### src/rtl/pair_issue_pkg.sv
package pair_issue_pkg;
  typedef enum logic [1:0] {
    K_ALU  = 2'd0,
    K_LOAD = 2'd1,
    K_FPOP = 2'd2,
    K_INT  = 2'd3
  } slot_kind_e;
endpackage

### src/rtl/iss_rst_sync.sv
module iss_rst_sync (
  input  logic clk,
  input  logic arst_n,
  output logic rst_q
);
  logic [1:0] sync_q;

  always_ff @(posedge clk or negedge arst_n) begin
    if (!arst_n) sync_q <= 2'b00;
    else         sync_q <= {sync_q[0], 1'b1};
  end

  assign rst_q = sync_q[1];
endmodule

### src/rtl/iss_load_shadow.sv
module iss_load_shadow #(
  parameter int SPEC_W = 6
) (
  input  logic              clk,
  input  logic              rst_n,
  input  logic              ld_issue,
  input  logic [SPEC_W-1:0] ld_dst,
  output logic              shadow_v,
  output logic [SPEC_W-1:0] shadow_spec
);
  logic              v_n;
  logic [SPEC_W-1:0] spec_n;
  logic              spec_en;

  always_comb begin
    v_n     = ld_issue;
    spec_en = ld_issue;
    spec_n  = ld_dst;
  end

  always_ff @(posedge clk or negedge rst_n) begin
    if (!rst_n) shadow_v <= 1'b0;
    else        shadow_v <= v_n;
  end

  always_ff @(posedge clk or negedge rst_n) begin
    if (!rst_n)       shadow_spec <= '0;
    else if (spec_en) shadow_spec <= spec_n;
  end
endmodule

### src/rtl/iss_operand_chk.sv
module iss_operand_chk #(
  parameter int SPEC_W = 6,
  parameter int NSPEC  = 64
) (
  input  logic              clk,
  input  logic              rst_n,
  input  logic [SPEC_W-1:0] src_a,
  input  logic [SPEC_W-1:0] src_b,
  input  logic [SPEC_W-1:0] dst,
  input  logic [NSPEC-1:0]  pend_mask,
  input  logic              shadow_v,
  input  logic [SPEC_W-1:0] shadow_spec,
  output logic              clear
);
  logic a_hit, b_hit, d_hit;

  always_comb begin
    a_hit = (src_a != '0) && (pend_mask[src_a] || (shadow_v && shadow_spec == src_a));
    b_hit = (src_b != '0) && (pend_mask[src_b] || (shadow_v && shadow_spec == src_b));
    d_hit = (dst   != '0) && pend_mask[dst];
    clear = !(a_hit || b_hit || d_hit);
  end

  assert_zero_spec_free_R10: assert property (@(posedge clk) disable iff (!rst_n)
    (src_a == '0 && src_b == '0 && dst == '0) |-> clear);

  assert_pending_src_blocks_R4: assert property (@(posedge clk) disable iff (!rst_n)
    (src_a != '0 && pend_mask[src_a]) |-> !clear);
endmodule

### src/rtl/pair_issue_gate.sv
module pair_issue_gate #(
  parameter int IDX_W = 5
) (
  input  logic                          clk,
  input  logic                          rst_n,
  input  logic                          pkt_vld,
  input  logic                          l_vld,
  input  logic [1:0]                    l_kind,
  input  logic [IDX_W:0]                l_dst,
  input  logic [IDX_W:0]                l_src_a,
  input  logic [IDX_W:0]                l_src_b,
  input  logic                          r_vld,
  input  logic [IDX_W:0]                r_dst,
  input  logic [IDX_W:0]                r_src_a,
  input  logic [IDX_W:0]                r_src_b,
  input  logic [(1 << (IDX_W+1))-1:0]   pend_mask,
  output logic                          issue_l,
  output logic                          issue_r,
  output logic                          stall
);
  import pair_issue_pkg::*;

  localparam int SPEC_W = IDX_W + 1;
  localparam int NSPEC  = 1 << SPEC_W;
  localparam int NSLOT  = 2;

  logic              run;
  logic              left_done_q, left_done_n;
  logic              shadow_v;
  logic [SPEC_W-1:0] shadow_spec;
  slot_kind_e        lk;
  logic [SPEC_W-1:0] s_a [NSLOT];
  logic [SPEC_W-1:0] s_b [NSLOT];
  logic [SPEC_W-1:0] s_d [NSLOT];
  logic [NSLOT-1:0]  slot_ok;
  logic              left_pend, left_clear, same_dep, fp_clash, pkt_done;

  iss_rst_sync u_sync (.clk(clk), .arst_n(rst_n), .rst_q(run));

  assign lk = slot_kind_e'(l_kind);

  always_comb begin
    s_a[0] = l_src_a; s_b[0] = l_src_b; s_d[0] = l_dst;
    s_a[1] = r_src_a; s_b[1] = r_src_b; s_d[1] = r_dst;
  end

  for (genvar s = 0; s < NSLOT; s++) begin : g_slot
    iss_operand_chk #(.SPEC_W(SPEC_W), .NSPEC(NSPEC)) u_chk (
      .clk(clk), .rst_n(run),
      .src_a(s_a[s]), .src_b(s_b[s]), .dst(s_d[s]),
      .pend_mask(pend_mask),
      .shadow_v(shadow_v), .shadow_spec(shadow_spec),
      .clear(slot_ok[s])
    );
  end

  iss_load_shadow #(.SPEC_W(SPEC_W)) u_shadow (
    .clk(clk), .rst_n(run),
    .ld_issue(issue_l && lk == K_LOAD),
    .ld_dst(l_dst),
    .shadow_v(shadow_v), .shadow_spec(shadow_spec)
  );

  always_comb begin
    left_pend  = run && pkt_vld && l_vld && !left_done_q;
    issue_l    = left_pend && slot_ok[0];
    left_clear = !l_vld || left_done_q || issue_l;
    same_dep   = left_pend && (l_dst != '0) &&
                 (r_src_a == l_dst || r_src_b == l_dst || r_dst == l_dst);
    fp_clash   = left_pend && (lk == K_FPOP);
    issue_r    = run && pkt_vld && r_vld && left_clear && !same_dep &&
                 !fp_clash && slot_ok[1];
    pkt_done   = left_clear && (!r_vld || issue_r);
    stall      = pkt_vld && !pkt_done;
  end

  always_comb begin
    left_done_n = left_done_q;
    if (pkt_vld) left_done_n = stall ? (left_done_q || issue_l) : 1'b0;
  end

  always_ff @(posedge clk or negedge run) begin
    if (!run) left_done_q <= 1'b0;
    else      left_done_q <= left_done_n;
  end

  assert_right_pairs_left_R2: assert property (@(posedge clk) disable iff (!run)
    issue_r |-> (issue_l || left_done_q || !l_vld));

  assert_left_once_R9: assert property (@(posedge clk) disable iff (!run)
    left_done_q |-> !issue_l);

  assert_fp_pair_split_R7: assert property (@(posedge clk) disable iff (!run)
    (issue_l && lk == K_FPOP) |-> !issue_r);

  assert_load_shadow_R6: assert property (@(posedge clk) disable iff (!run)
    ($past(run) && $past(issue_l && lk == K_LOAD) && $past(l_dst) != '0 && issue_l)
      |-> (l_src_a != $past(l_dst) && l_src_b != $past(l_dst)));

  assert_idle_quiet_R11: assert property (@(posedge clk) disable iff (!run)
    !pkt_vld |-> (!issue_l && !issue_r && !stall));
endmodule

### config.mk
export PLATFORM = sky130hd
export DESIGN_NAME = pair_issue_gate
export DESIGN_NICKNAME = d
export VERILOG_FILES = /design/src/rtl/pair_issue_pkg.sv /design/src/rtl/iss_rst_sync.sv /design/src/rtl/iss_load_shadow.sv /design/src/rtl/iss_operand_chk.sv /design/src/rtl/pair_issue_gate.sv
export SDC_FILE = /design/constraint.sdc
export NUM_CORES = 1
export LEC_CHECK = 0
export ABC_AREA = 1
export BUFFER_PORTS_ARGS = -buffer_cell sky130_fd_sc_hd__buf_2
export CAP_MARGIN = 15
export CORE_ASPECT_RATIO = 0.5
export CORE_MARGIN = 2
export CORE_UTILIZATION = 45
export CTS_BUF_LIST = sky130_fd_sc_hd__clkbuf_8 sky130_fd_sc_hd__clkbuf_16
export CTS_CLUSTER_SIZE = 10
export DETAILED_ROUTE_END_ITERATION = 7
export GPL_ROUTABILITY_DRIVEN = 0
export HOLD_SLACK_MARGIN = 0.06
export PLACE_DENSITY = 0.68
export SYNTH_ARGS = -nofsm -noshare
export SYNTH_HDL_FRONTEND = slang
export SYNTH_SLANG_ARGS = --single-unit
### constraint.sdc
create_clock -name clk -period 3.11 [get_ports clk]
set_clock_uncertainty 0.05 [all_clocks]
set_input_delay 0.311 -clock clk [delete_from_list [all_inputs] [get_ports clk]]
set_output_delay 0.311 -clock clk [all_outputs]
set_load 0.005 [all_outputs]
==> impl_metrics.json <==
{
  "status": "finished clean",
  "initial_core_util_pct": 46.4,
  "yosys_register_bits": 10,
  "setup_ws_ns": 0.394,
  "seqPwrFrac_pct": 13.1,
  "path_cells": "buf_2 -> inv_1 -> nor2_1 -> o21ai_0 -> a21boi_0 -> nor2_1 -> nand2_1 -> nand3_1 -> nand2_1 -> nor2_1 -> nand3_1 -> nand2_1 -> a21boi_0 -> buf_2",
  "rsz0062_at_grt": "no",
  "fin_nets": 1247,
  "power_switching_mw": 0.700,
  "die-area_sq_um": 12300,
  "cts_made_buffers": 3,
  "fp.dieH_um": 79.5,
  "grt_pass1_wl_um": 38000,
  "min_period_ns": 2.72,
  "worstSetupStartpoint": "r_dst[1]",
  "dp_slack_ns": 0.535,
  "tightest_slew_ns": 0.562,
  "hold_path_class": "reg2async",
  "route.detailed.drc": 0,
  "dp_hpwl_um": 18400,
  "wl_per_cell_um": 19.9,
  "cts_setup_buffers": 0,
  "drt_pre_antenna_iters": 7,
  "cp_max_fo": 19,
  "final_max_slew_viol_count": 0,
  "cts.htree.levels": 1,
  "drtIter0Drc": 1454,
  "cap_violations": 0,
  "switching_share_pct": 53.4,
  "cts_resized": 0,
  "slew_headroom_pct": 62.3,
  "dieWidth_um": 155,
  "r2r-start": "u_shadow.shadow_spec[4]$_DFFE_PN0P_",
  "ir_worst_vdd_mv": 0.320,
  "drive_gt1_share_pct": 12.7,
  "hold_viol_final": 0,
  "cts_buffer_depth": 2,
  "antenna_found_initial": 0,
  "critPathCaptureType": "primary output",
  "required_ns": 2.75,
  "grt_overflow": 0,
  "insertion_delay_ns": 0.23,
  "cts_sinks": 10,
  "cp_data_arrival_time_ns": 2.35,
  "tns_ns": 0,
  "root_buffer": "clkbuf_16",
  "rrSetupSlack_ns": 1.02,
  "cp_slowest_stage_delay_ns": 0.32,
  "synthToLayoutAreaGrowth_pct": 9.49,
  "r2r-end": "u_shadow.shadow_spec[2]$_DFFE_PN0P_",
  "ys_seq_area_share_pct": 4.88,
  "io_buffers": 109,
  "leakage_nw": 3.05,
  "syn-num-nets": 1193,
  "path_class": "in2out",
  "power.density_nw_per_um2": 233,
  "wl_um": 25600,
  "syn_area_sq_um": 5130,
  "grt_max_degree": 47,
  "fp.coreArea_sq_um": 11000,
  "max_freq_mhz": 368,
  "ant_nets": 0,
  "grt_util_all_layers_pct": 40.0,
  "setup_viol": 0,
  "syn_avg_cell_area_sq_um": 4.72,
  "critical_path.startpoint_type": "primary input",
  "p_comb_share_pct": 68.0,
  "cts_tree": "done",
  "syn_inst": 1086,
  "io_pins": 110,
  "clock_power_share_pct": 19.0,
  "cp_slowest_cell": "inv_1",
  "synth_cell_types": 33,
  "clkSlewWorstSetupHoldPaths_ns": 0.04,
  "ctsHoldBuffers": 1,
  "avgViaCountPerCell": 6.28,
  "p_int_mw": 0.611,
  "fin_crit_sh_pct": 87.3,
  "rr_worst_depth": 14,
  "core.rowCount": 27,
  "vias": 8065,
  "grt_pass1_vias": 6795,
  "ys_warn_count": 0
}
==> metal layers <==
layer  vias to the layer above  GRT usage, %  part of all wire (%)
met5                         -             0                     0
met4                         0          27.6                   9.2
met3                       207          15.5                    19
met2                       756          53.2                    35
met1                      3451          52.5                    36
li1                       3651             -                     -
==> cell families after synthesis <==
family          Yosys count  synth area share (%)
xor+xnor                 11                  1.88
buf+inv                 168                  15.3
flops                    10                  4.88
other cells               1                0.0731
simple gates            765                  63.2
compound gates          131                  14.7
==> how the worst max path moves through the flow <==
stage            end  slack (ns)  depth (start not counted)
2_1_floorplan  stall        1.12                         13
4_1_cts        stall        0.53                         14
5_1_grt        stall        0.19                         14
3_3_place_gp   stall        0.60                         13
3_5_place_dp   stall        0.53                         14
6_report       stall        0.39                         14
==> area by class of cell <==
class                   count  area (sq um)
fillers                  1235          5430
repair buffers            120           631
flip-flops and latches     10           250
well taps                 145           181
diodes                      1          2.50
multi-input cells         908          4090
clock buffers               4          88.8
inverters                  97           369
==> per-stage QoR <==
stage | instance area (sq um) | hold WS, ns | cells | power, mW | utilization [%]
after floorplan | 5130 | -0.0346 | 1086 | 0.713 | -
after global placement | 5510 | 0.0477 | 1279 | 0.992 | 49.9
after detailed placement | 5510 | 0.0501 | 1279 | 1.00 | 49.9
after CTS | 5610 | 0.0960 | 1284 | 1.26 | 50.8
after global routing | 5610 | 0.109 | 1284 | 1.38 | 50.8
final | 5620 | 0.0812 | 1285 | 1.31 | 50.8
==> critical path, delay by kind of cell <==
| kind | cells | cell delay (ns) |
|---|---|---|
| buffers and inverters | 3 | 0.77 |
| AND/OR/NAND/NOR | 8 | 0.79 |
| AO/OA/AOI/OAI | 3 | 0.48 |
==> sequential cells by signal, indices dropped and copies added (netlist names) <==
signal,flops
u_shadow.shadow_spec,6
left_done_q,1
u_shadow.shadow_v,1
u_sync.sync_q,2
==> placed cells by master (no fill, tap or decap), types with 7 or more instances in the layout <==
cell type / Yosys / final
nand2_1: 427 / 427
nand3_1: 265 / 265
buf_2: 27 / 109
inv_1: 86 / 86
nor2_1: 59 / 59
a21oi_1: 45 / 45
o21ai_0: 43 / 43
o211ai_1: 12 / 12
xor2_1: 11 / 11
dfrtp_1: 10 / 10
buf_4: 13 / 10
o21ai_1: 8 / 8
inv_2: 7 / 7
==> cells in the mapped netlist <==
master,count,area share [%]
nand2_1,427,31
nand3_1,265,26
inv_1,86,6.3
nor2_1,59,4.3
a21oi_1,45,4.4
o21ai_0,43,4.2
buf_2,27,2.6
clkbuf_1,21,1.5
buf_4,13,1.9
o211ai_1,12,1.8
xor2_1,11,1.9
dfrtp_1,10,4.9
buf_6,9,2.0
o21ai_1,8,0.78
inv_2,7,0.51
o21ai_2,6,1.0
o22ai_1,6,0.73
nand4_1,5,0.61
a21boi_0,3,0.44
nand2_2,3,0.37
o2111ai_1,3,0.51
a221oi_1,2,0.34
clkinv_1,2,0.15
inv_4,2,0.24
nor2_2,2,0.24
nor4_1,2,0.24
a211oi_1,1,0.15
a21oi_2,1,0.17
buf_1,1,0.073
conb_1,1,0.073
nand3_2,1,0.20
nor3_1,1,0.097
o221ai_1,1,0.17
==> power groups by stage <==
stage / registers (mW) / clock network, mW / logic (mW)
after global routing: 0.174 / 0.258 / 0.952
after detailed placement: 0.172 / 0 / 0.830
after CTS: 0.170 / 0.251 / 0.835
after global placement: 0.172 / 0 / 0.819
final: 0.171 / 0.249 / 0.891
after floorplan: 0.161 / 0 / 0.552
Note: power is estimated with default switching activity, not from simulation.
